$ cat src/rtl/zsc_pkg.sv
// Package: shared widths, flag positions and control states of the
// zero-suppressing capture controller.
package zsc_pkg;

    localparam int SMP_W      = 8;   // bits per sample
    localparam int LANES      = 2;   // samples presented per clock
    localparam int CYC_PER_WD = 2;   // clocks per stored word
    localparam int TAG_W      = 8;   // word-counter tag width
    localparam int ADDR_W     = 8;   // capture memory address width
    localparam int THRESH     = 7;   // sample counts as signal above this

    // Flag bit positions inside the flag byte
    localparam int FL_HIT   = 0;
    localparam int FL_TRIG  = 1;
    localparam int FL_WRAP  = 2;
    localparam int FL_POST  = 3;
    localparam int FL_MASK0 = 4;

    typedef enum logic [1:0] {
        CAP_ARMED  = 2'd0,
        CAP_POST   = 2'd1,
        CAP_FROZEN = 2'd2
    } cap_state_e;

endpackage

$ cat src/rtl/zsc_demux.sv
// Module: zsc_demux
// Packs the two-samples-per-clock stream into words of LANES*CYC_PER_WD
// samples, one word every second clock, and labels each word with a
// free-running tag and a trigger mark.
// Assumes: phase 0 is the first clock after reset release; a trigger
// pulse in either clock of a word's assembly marks that word.
module zsc_demux #(
    parameter int SW    = zsc_pkg::SMP_W,
    parameter int LN    = zsc_pkg::LANES,
    parameter int TW    = zsc_pkg::TAG_W,
    localparam int PAIR_W = SW * LN,
    localparam int WORD_W = PAIR_W * 2
) (
    input  logic              clk,
    input  logic              rst_n,
    input  logic [PAIR_W-1:0] pair_in,
    input  logic              trig_in,
    output logic              word_vld,
    output logic [WORD_W-1:0] word_data,
    output logic [TW-1:0]     word_tag,
    output logic              word_trig
);

    logic              phase_q;
    logic [PAIR_W-1:0] hold_q;
    logic              trig_pend_q;
    logic [TW-1:0]     timer_q;
    logic              vld_q;
    logic [WORD_W-1:0] data_q;
    logic [TW-1:0]     tag_q;
    logic              wtrig_q;

    // Phase toggles every clock: 0 = first pair, 1 = second pair
    always_ff @(posedge clk) begin
        if (!rst_n) phase_q <= 1'b0;
        else        phase_q <= ~phase_q;
    end

    // Hold the first pair and any trigger seen with it
    always_ff @(posedge clk) begin
        if (!rst_n) begin
            hold_q      <= '0;
            trig_pend_q <= 1'b0;
        end else if (!phase_q) begin
            hold_q      <= pair_in;
            trig_pend_q <= trig_in;
        end
    end

    // Complete the word on the second pair and stamp it with the timer
    always_ff @(posedge clk) begin
        if (!rst_n) begin
            vld_q   <= 1'b0;
            data_q  <= '0;
            tag_q   <= '0;
            wtrig_q <= 1'b0;
            timer_q <= '0;
        end else begin
            vld_q <= phase_q;
            if (phase_q) begin
                data_q  <= {pair_in, hold_q};
                tag_q   <= timer_q;
                wtrig_q <= trig_pend_q | trig_in;
                timer_q <= timer_q + 1'b1;
            end
        end
    end

    assign word_vld  = vld_q;
    assign word_data = data_q;
    assign word_tag  = tag_q;
    assign word_trig = wtrig_q;


    word_rate_chk: assert property (@(posedge clk) disable iff (!rst_n)
        word_vld |=> !word_vld);


    tag_step_chk: assert property (@(posedge clk) disable iff (!rst_n)
        (word_vld && $past(word_vld, 2)) |-> (word_tag == TW'($past(word_tag, 2) + 1'b1)));

endmodule

$ cat src/rtl/zsc_suppress.sv
// Module: zsc_suppress
// One-word delay line that decides whether the held word is kept: any
// sample above threshold in it or in either neighbour, a zero tag, or a
// trigger mark. The decision is presented when the next word arrives.
// Assumes: word_vld pulses at most every other clock.
module zsc_suppress #(
    parameter int SW     = zsc_pkg::SMP_W,
    parameter int SPW    = 4,
    parameter int TW     = zsc_pkg::TAG_W,
    parameter int THRESH = zsc_pkg::THRESH,
    localparam int WORD_W = SW * SPW
) (
    input  logic              clk,
    input  logic              rst_n,
    input  logic              word_vld,
    input  logic [WORD_W-1:0] word_data,
    input  logic [TW-1:0]     word_tag,
    input  logic              word_trig,
    output logic              dec_vld,
    output logic              dec_keep,
    output logic [WORD_W-1:0] dec_data,
    output logic [TW-1:0]     dec_tag,
    output logic              dec_trig,
    output logic              dec_wrap,
    output logic              dec_hit,
    output logic [SPW-1:0]    dec_mask
);

    logic [SPW-1:0]    new_mask;
    logic              new_hit;
    logic              cur_vld_q;
    logic [WORD_W-1:0] cur_data_q;
    logic [TW-1:0]     cur_tag_q;
    logic              cur_trig_q;
    logic [SPW-1:0]    cur_mask_q;
    logic              prev_hit_q;

    // Per-sample threshold compare on the incoming word
    for (genvar i = 0; i < SPW; i++) begin : g_cmp
        assign new_mask[i] = (word_data[i*SW +: SW] > SW'(THRESH));
    end
    assign new_hit = |new_mask;

    // Shift the delay line by one word on every new word
    always_ff @(posedge clk) begin
        if (!rst_n) begin
            cur_vld_q  <= 1'b0;
            cur_data_q <= '0;
            cur_tag_q  <= '0;
            cur_trig_q <= 1'b0;
            cur_mask_q <= '0;
            prev_hit_q <= 1'b0;
        end else if (word_vld) begin
            cur_vld_q  <= 1'b1;
            cur_data_q <= word_data;
            cur_tag_q  <= word_tag;
            cur_trig_q <= word_trig;
            cur_mask_q <= new_mask;
            prev_hit_q <= cur_vld_q & (|cur_mask_q);
        end
    end

    // Keep decision for the held word, valid with its successor
    always_comb begin
        dec_vld  = word_vld & cur_vld_q;
        dec_hit  = |cur_mask_q;
        dec_wrap = (cur_tag_q == '0);
        dec_keep = dec_hit | prev_hit_q | new_hit | dec_wrap | cur_trig_q;
    end

    assign dec_data = cur_data_q;
    assign dec_tag  = cur_tag_q;
    assign dec_trig = cur_trig_q;
    assign dec_mask = cur_mask_q;


    wrap_keep_chk: assert property (@(posedge clk) disable iff (!rst_n)
        (dec_vld && dec_tag == '0) |-> dec_keep);


    trig_keep_chk: assert property (@(posedge clk) disable iff (!rst_n)
        (dec_vld && dec_trig) |-> dec_keep);

endmodule

$ cat src/rtl/zsc_capctl.sv
// Module: zsc_capctl
// Issues memory writes for kept words, keeps NBANK identical ring
// addresses, and runs the armed / post-trigger / frozen sequence.
// Assumes: post_periods is steady while a trigger word is being written.
module zsc_capctl #(
    parameter int SW     = zsc_pkg::SMP_W,
    parameter int SPW    = 4,
    parameter int TW     = zsc_pkg::TAG_W,
    parameter int AW     = zsc_pkg::ADDR_W,
    parameter int PW     = 8,
    parameter int NBANK  = 2,
    localparam int WORD_W = SW * SPW,
    localparam int FW     = SPW + zsc_pkg::FL_MASK0,
    localparam int DW     = FW + TW + WORD_W
) (
    input  logic                       clk,
    input  logic                       rst_n,
    input  logic                       dec_vld,
    input  logic                       dec_keep,
    input  logic [WORD_W-1:0]          dec_data,
    input  logic [TW-1:0]              dec_tag,
    input  logic                       dec_trig,
    input  logic                       dec_wrap,
    input  logic                       dec_hit,
    input  logic [SPW-1:0]             dec_mask,
    input  logic [PW-1:0]              post_periods,
    input  logic                       rearm,
    output logic                       wr_en,
    output logic [DW-1:0]              wr_data,
    output logic [NBANK-1:0][AW-1:0]   wr_addr,
    output logic                       done
);
    import zsc_pkg::*;

    cap_state_e      state_q;
    logic [PW-1:0]   remain_q;
    logic            do_wr;
    logic [FW-1:0]   flags;
    logic            wr_en_q;
    logic [DW-1:0]   wr_data_q;
    logic [AW-1:0]   addr_q [NBANK];

    // Write when kept and not frozen; assemble the flag byte
    always_comb begin
        do_wr                = dec_vld & dec_keep & (state_q != CAP_FROZEN);
        flags                = '0;
        flags[FL_HIT]        = dec_hit;
        flags[FL_TRIG]       = dec_trig;
        flags[FL_WRAP]       = dec_wrap;
        flags[FL_POST]       = (state_q == CAP_POST);
        flags[FW-1:FL_MASK0] = dec_mask;
    end

    // Register the write strobe and the stored word
    always_ff @(posedge clk) begin
        if (!rst_n) begin
            wr_en_q   <= 1'b0;
            wr_data_q <= '0;
        end else begin
            wr_en_q <= do_wr;
            if (do_wr) wr_data_q <= {flags, dec_tag, dec_data};
        end
    end

    // One ring address per bank, advanced only by a write
    for (genvar b = 0; b < NBANK; b++) begin : g_bank
        always_ff @(posedge clk) begin
            if (!rst_n)     addr_q[b] <= '1;
            else if (do_wr) addr_q[b] <= addr_q[b] + 1'b1;
        end
        assign wr_addr[b] = addr_q[b];
    end

    // Capture sequence: armed, counting post-trigger wraps, frozen
    always_ff @(posedge clk) begin
        if (!rst_n) begin
            state_q  <= CAP_ARMED;
            remain_q <= '0;
        end else begin
            case (state_q)
                CAP_ARMED: begin
                    if (do_wr && dec_trig) begin
                        remain_q <= post_periods;
                        state_q  <= (post_periods == '0) ? CAP_FROZEN : CAP_POST;
                    end
                end
                CAP_POST: begin
                    if (do_wr && dec_wrap) begin
                        remain_q <= remain_q - 1'b1;
                        if (remain_q <= PW'(1)) state_q <= CAP_FROZEN;
                    end
                end
                CAP_FROZEN: begin
                    if (rearm) state_q <= CAP_ARMED;
                end
                default: state_q <= CAP_ARMED;
            endcase
        end
    end

    assign wr_en   = wr_en_q;
    assign wr_data = wr_data_q;
    assign done    = (state_q == CAP_FROZEN);


    addr_step_chk: assert property (@(posedge clk) disable iff (!rst_n)
        wr_en |-> (wr_addr[0] == AW'($past(wr_addr[0]) + 1'b1)));


    addr_hold_chk: assert property (@(posedge clk) disable iff (!rst_n)
        !wr_en |-> $stable(wr_addr[0]));


    bank_match_chk: assert property (@(posedge clk) disable iff (!rst_n)
        wr_addr[0] == wr_addr[NBANK-1]);


    frozen_quiet_chk: assert property (@(posedge clk) disable iff (!rst_n)
        (done && $past(done)) |-> !wr_en);


    frozen_hold_chk: assert property (@(posedge clk) disable iff (!rst_n)
        (done && !rearm) |=> done);

endmodule

$ cat src/rtl/zs_capture_top.sv
// Module: zs_capture_top
// Zero-suppressing capture controller: demultiplexer, suppression delay
// line and write/sequence control for a two-bank ring memory.
// Assumes: smp_a is the earlier sample of each clock, smp_b the later.
module zs_capture_top #(
    parameter int SW     = zsc_pkg::SMP_W,
    parameter int TW     = zsc_pkg::TAG_W,
    parameter int AW     = zsc_pkg::ADDR_W,
    parameter int PW     = 8,
    parameter int THRESH = zsc_pkg::THRESH,
    localparam int SPW    = zsc_pkg::LANES * zsc_pkg::CYC_PER_WD,
    localparam int WORD_W = SW * SPW,
    localparam int DW     = SPW + zsc_pkg::FL_MASK0 + TW + WORD_W,
    localparam int NBANK  = 2
) (
    input  logic          clk,
    input  logic          rst_n,
    input  logic [SW-1:0] smp_a,
    input  logic [SW-1:0] smp_b,
    input  logic          trig_sync,
    input  logic          rearm,
    input  logic [PW-1:0] post_periods,
    output logic          wr_en,
    output logic [DW-1:0] wr_data,
    output logic [AW-1:0] wr_addr_a,
    output logic [AW-1:0] wr_addr_b,
    output logic          done
);

    logic                     word_vld;
    logic [WORD_W-1:0]        word_data;
    logic [TW-1:0]            word_tag;
    logic                     word_trig;
    logic                     dec_vld, dec_keep, dec_trig, dec_wrap, dec_hit;
    logic [WORD_W-1:0]        dec_data;
    logic [TW-1:0]            dec_tag;
    logic [SPW-1:0]           dec_mask;
    logic [NBANK-1:0][AW-1:0] addr_bus;

    zsc_demux #(.SW(SW), .LN(zsc_pkg::LANES), .TW(TW)) i_demux (
        .clk       (clk),
        .rst_n     (rst_n),
        .pair_in   ({smp_b, smp_a}),
        .trig_in   (trig_sync),
        .word_vld  (word_vld),
        .word_data (word_data),
        .word_tag  (word_tag),
        .word_trig (word_trig)
    );

    zsc_suppress #(.SW(SW), .SPW(SPW), .TW(TW), .THRESH(THRESH)) i_suppress (
        .clk       (clk),
        .rst_n     (rst_n),
        .word_vld  (word_vld),
        .word_data (word_data),
        .word_tag  (word_tag),
        .word_trig (word_trig),
        .dec_vld   (dec_vld),
        .dec_keep  (dec_keep),
        .dec_data  (dec_data),
        .dec_tag   (dec_tag),
        .dec_trig  (dec_trig),
        .dec_wrap  (dec_wrap),
        .dec_hit   (dec_hit),
        .dec_mask  (dec_mask)
    );

    zsc_capctl #(.SW(SW), .SPW(SPW), .TW(TW), .AW(AW), .PW(PW), .NBANK(NBANK)) i_capctl (
        .clk          (clk),
        .rst_n        (rst_n),
        .dec_vld      (dec_vld),
        .dec_keep     (dec_keep),
        .dec_data     (dec_data),
        .dec_tag      (dec_tag),
        .dec_trig     (dec_trig),
        .dec_wrap     (dec_wrap),
        .dec_hit      (dec_hit),
        .dec_mask     (dec_mask),
        .post_periods (post_periods),
        .rearm        (rearm),
        .wr_en        (wr_en),
        .wr_data      (wr_data),
        .wr_addr      (addr_bus),
        .done         (done)
    );

    assign wr_addr_a = addr_bus[0];
    assign wr_addr_b = addr_bus[1];

endmodule

$ cat config.mk
export PLATFORM = sky130hd
export DESIGN_NAME = zs_capture_top
export DESIGN_NICKNAME = d
export VERILOG_FILES = /design/src/rtl/zsc_pkg.sv /design/src/rtl/zsc_demux.sv /design/src/rtl/zsc_suppress.sv /design/src/rtl/zsc_capctl.sv /design/src/rtl/zs_capture_top.sv
export SDC_FILE = /design/constraint.sdc
export NUM_CORES = 1
export LEC_CHECK = 0
export ABC_AREA = 1
export BUFFER_PORTS_ARGS = -buffer_cell sky130_fd_sc_hd__buf_2
export CAP_MARGIN = 25
export CORE_MARGIN = 2
export CORE_UTILIZATION = 40
export DETAILED_ROUTE_END_ITERATION = 8
export SKIP_CTS_REPAIR_TIMING = 1
export SYNTH_ARGS = -nofsm -noshare
export SYNTH_HDL_FRONTEND = slang
export SYNTH_SLANG_ARGS = --single-unit
$ cat constraint.sdc
create_clock -name clk -period 3.06 [get_ports clk]
set_clock_uncertainty 0.15 [all_clocks]
set_input_delay 0.153 -clock clk [delete_from_list [all_inputs] [get_ports clk]]
set_output_delay 0.153 -clock clk [all_outputs]
set_load 0.05 [all_outputs]
==> metrics.md <==
| Metric | Value |
|---|---|
| Violated checks | negative hold slack |
| Post-synthesis cell area | 7270 µm² |
| TritonCTS clock tree | done |
| Die area | 19,300 µm² |
| Int Pwr | 4.27 mW |
| Power per cell area | 655 nW/µm² |
| Initial DRT Pass Iterations | 4 |
| Synth area leaders | dfxtp_1 (48%), nand2_1 (7.6%), edfxtp_1 (6.6%) |
| Worst Path Required | 3.18 ns |
| Num CTS Buffers | 17 |
| Static Leakage | 3.93 nW |
| Vias post-DR | 5,981 |
| Yosys Warn Count | 0 |
| Port Buffers | 93 |
| FP Rows | 49 |
| Drt via density | 4.87 |
| Post-synthesis sequential area ratio | 0.545 |
| Die width | 139 µm |
| Final core occ | 0.487 |
| Status | complete, but fails checks |
| Global-route wire length before repair | 27,800 µm |
| Setup crit end kind | flip-flop |
| Largest net degree at the start of global routing | 77 |
| Syn nets | 930 |
| Peak Freq | 0.439 GHz |
| Commonest non-fill, non-tap cells in the layout | dfxtp_1 (174), nand2_1 (148), nor2_1 (120) |
| Final Hold Fails | 2 |
| CTS max path bufs | 2 |
| Slew Limit Fails | 0 |
| DIE HEIGHT | 139 µm |
| Critical Path Fanout Max | 32 |
| Tightest Hold Check Type | input pin to flip-flop |
| Initial antenna violation count | 0 |
| Placed Area | 7840 µm² |
| Average wire per standard cell | 13.7 µm |
| H-Tree Depth | 4 |
| Final Cycle Share | 0.744 |
| CP startpoint kind | input pin |
| Switching Power | 1.44 mW |
| Max cap viols | 0 |
| Sw frac | 0.252 |
| Post-synth EDFFs | 16 |
| Max IR drop VDD | 0.370 mV |
| Number of global-route vias before repair | 5,479 |
| Initial Util | 0.406 |
| Largest area contributor in the netlist | dfxtp_1 |
| Overflow after GRT | 0 |
| Layout area overhead | 19.9% |
| Cells after synthesis | 897 |
| Final setup violating endpoints | 0 |
| Share of the synthesized area in the top cell type | 0.479 |
| Core Footprint | 17,900 µm² |
| WL final | 16,800 µm |
| Combinational share of power | 0.111 |
| Final nets | 1,019 |
| Sequential power share | 0.469 |
| Relative slew slack | 0.397 |
| RePlAce Congestion | 0.780 |
| 1st-iter DRT viols | 396 |
| Actual slew at the worst max-slew pin | 0.903 ns |
| Num ports | 94 |
| Setup TNS | 0 ns |
| Arrival @ worst endpoint | 2.40 ns |
| Reg clk slew, reported paths | 0.07 ns |
| Non-filler cells, final | 1,228 |
| Clock power share | 0.420 |
| Dpl cells | 1,173 |
| Cell variety after synth | 33 |
| DR DRC count | 0 |
| RSZ-0062 raised after global routing | false |
| TritonCTS sink count | 190 |
| Tmin final | 2.28 ns |
| Avg Cell Area, Syn | 8.10 µm² |
| Worst-Skew Late Latency | 0.43 ns |
| Layout cell share with drive strength beyond 1 | 0.147 |
| Ys async rst share | 0 |
| Min Hold Slack | -0.0267 ns |
| Antenna-violating nets left | 0 |
| Ant. Diodes | 0 |
| Top_reg_cell synth | dfxtp_1 |
| Commonest non-fill, non-tap cell in the layout | dfxtp_1 |
| DP Wirelength | 11,100 µm |
| Post-route cell area | 8720 µm² |
| Critical path class | input pin to flip-flop |
| Flops & latches, synth | 190 |
| GRT Overall Usage | 0.176 |
| Clock Tree Root | clkbuf_16 |
[state kept, by name (all words and copies together), names as in the netlist, 2 cells and up]
register	cells
i_suppress.dec_mask	4
i_demux.hold_q	16
i_capctl.addr_q	16
i_capctl.state_q	2
i_demux.word_data	32
i_demux.timer_q	8
i_capctl.wr_data	48
i_suppress.dec_tag	8
i_suppress.dec_data	32
i_demux.word_tag	8
i_capctl.remain_q	8
[final timing paths]
kind,cells past startpoint,startpoint,to,slack (ns)
worst max-delay path,7,rst_n,i_demux.word_data[21],0.78
worst min-delay path,5,post_periods[2],i_capctl.remain_q[2],-0.03
worst max register to register,7,i_capctl.state_q[0],i_capctl.addr_q[0][5],0.92
worst min register to register,2,i_demux.word_trig,i_demux.word_trig,0.31
[cell usage after synthesis (3+ instances only)]
library cell and number:
xnor2_1 3, buf_4 7, inv_1 80, nor3_1 5, clkbuf_1 26, o22ai_1 28
edfxtp_1 16, nor2_1 121, nand3_1 68, nand4_1 54, a21oi_1 23, dfxtp_1 174
o21ai_0 89, nand2_2 4, ha_1 5, buf_1 9, xor2_1 5, buf_2 12
nand2_1 148
[worst max-delay path, cell delays in order]
cell and delay, ns:
dlygate4sd3_1 0.53, buf_4 0.18, inv_1 0.35, nor2_2 0.05, buf_4 0.26, inv_1 0.70, o22ai_1 0.15
[power groups by stage]
stage                     Clock, mW  Sequential, mW  Combinational, mW
final                          2.39            2.68              0.634
after floorplan                   0            2.73              0.464
after global routing           2.53            2.69              0.726
after global placement            0            2.73              0.597
after CTS                      2.43            2.68              0.609
after detailed placement          0            2.74              0.605
[cell families after synthesis]
| group | count (synthesis) | synth area share |
|---|---|---|
| compound gates | 145 | 0.107 |
| flops | 190 | 0.545 |
| buf+inv | 141 | 0.0807 |
| fa+ha+maj | 5 | 0.00861 |
| xor+xnor | 8 | 0.00964 |
| simple gates | 408 | 0.249 |
[per-layer routing]
metal | wire length [µm] | GRT usage | vias to the layer above
li1 | - | - | 3157
met2 | 7050 | 0.262 | 126
met4 | 332 | 0.0569 | 0
met3 | 755 | 0.0407 | 20
met1 | 8690 | 0.254 | 2678
met5 | 0 | 0 | -
[stage by stage]
stage / setup WS [ns] / hold slack (ns) / power (mW)
floorplan: 1.16 / 0.124 / 3.20
global placement: 0.908 / 0.251 / 3.33
detailed placement: 0.887 / 0.249 / 3.34
CTS: 0.913 / -0.197 / 5.72
global route: 0.598 / 0.0242 / 5.95
finish: 0.783 / -0.0267 / 5.71
[layout make-up]
cell class | count | area, µm²
clock inverter | 9 | 141
clock buffer | 23 | 510
fill | 1765 | 9180
sequential | 190 | 3960
tap | 229 | 287
multi-input combinational | 566 | 2720
inverter | 84 | 315
timing repair buffer | 127 | 781
Power figures use the tool's default switching activity.
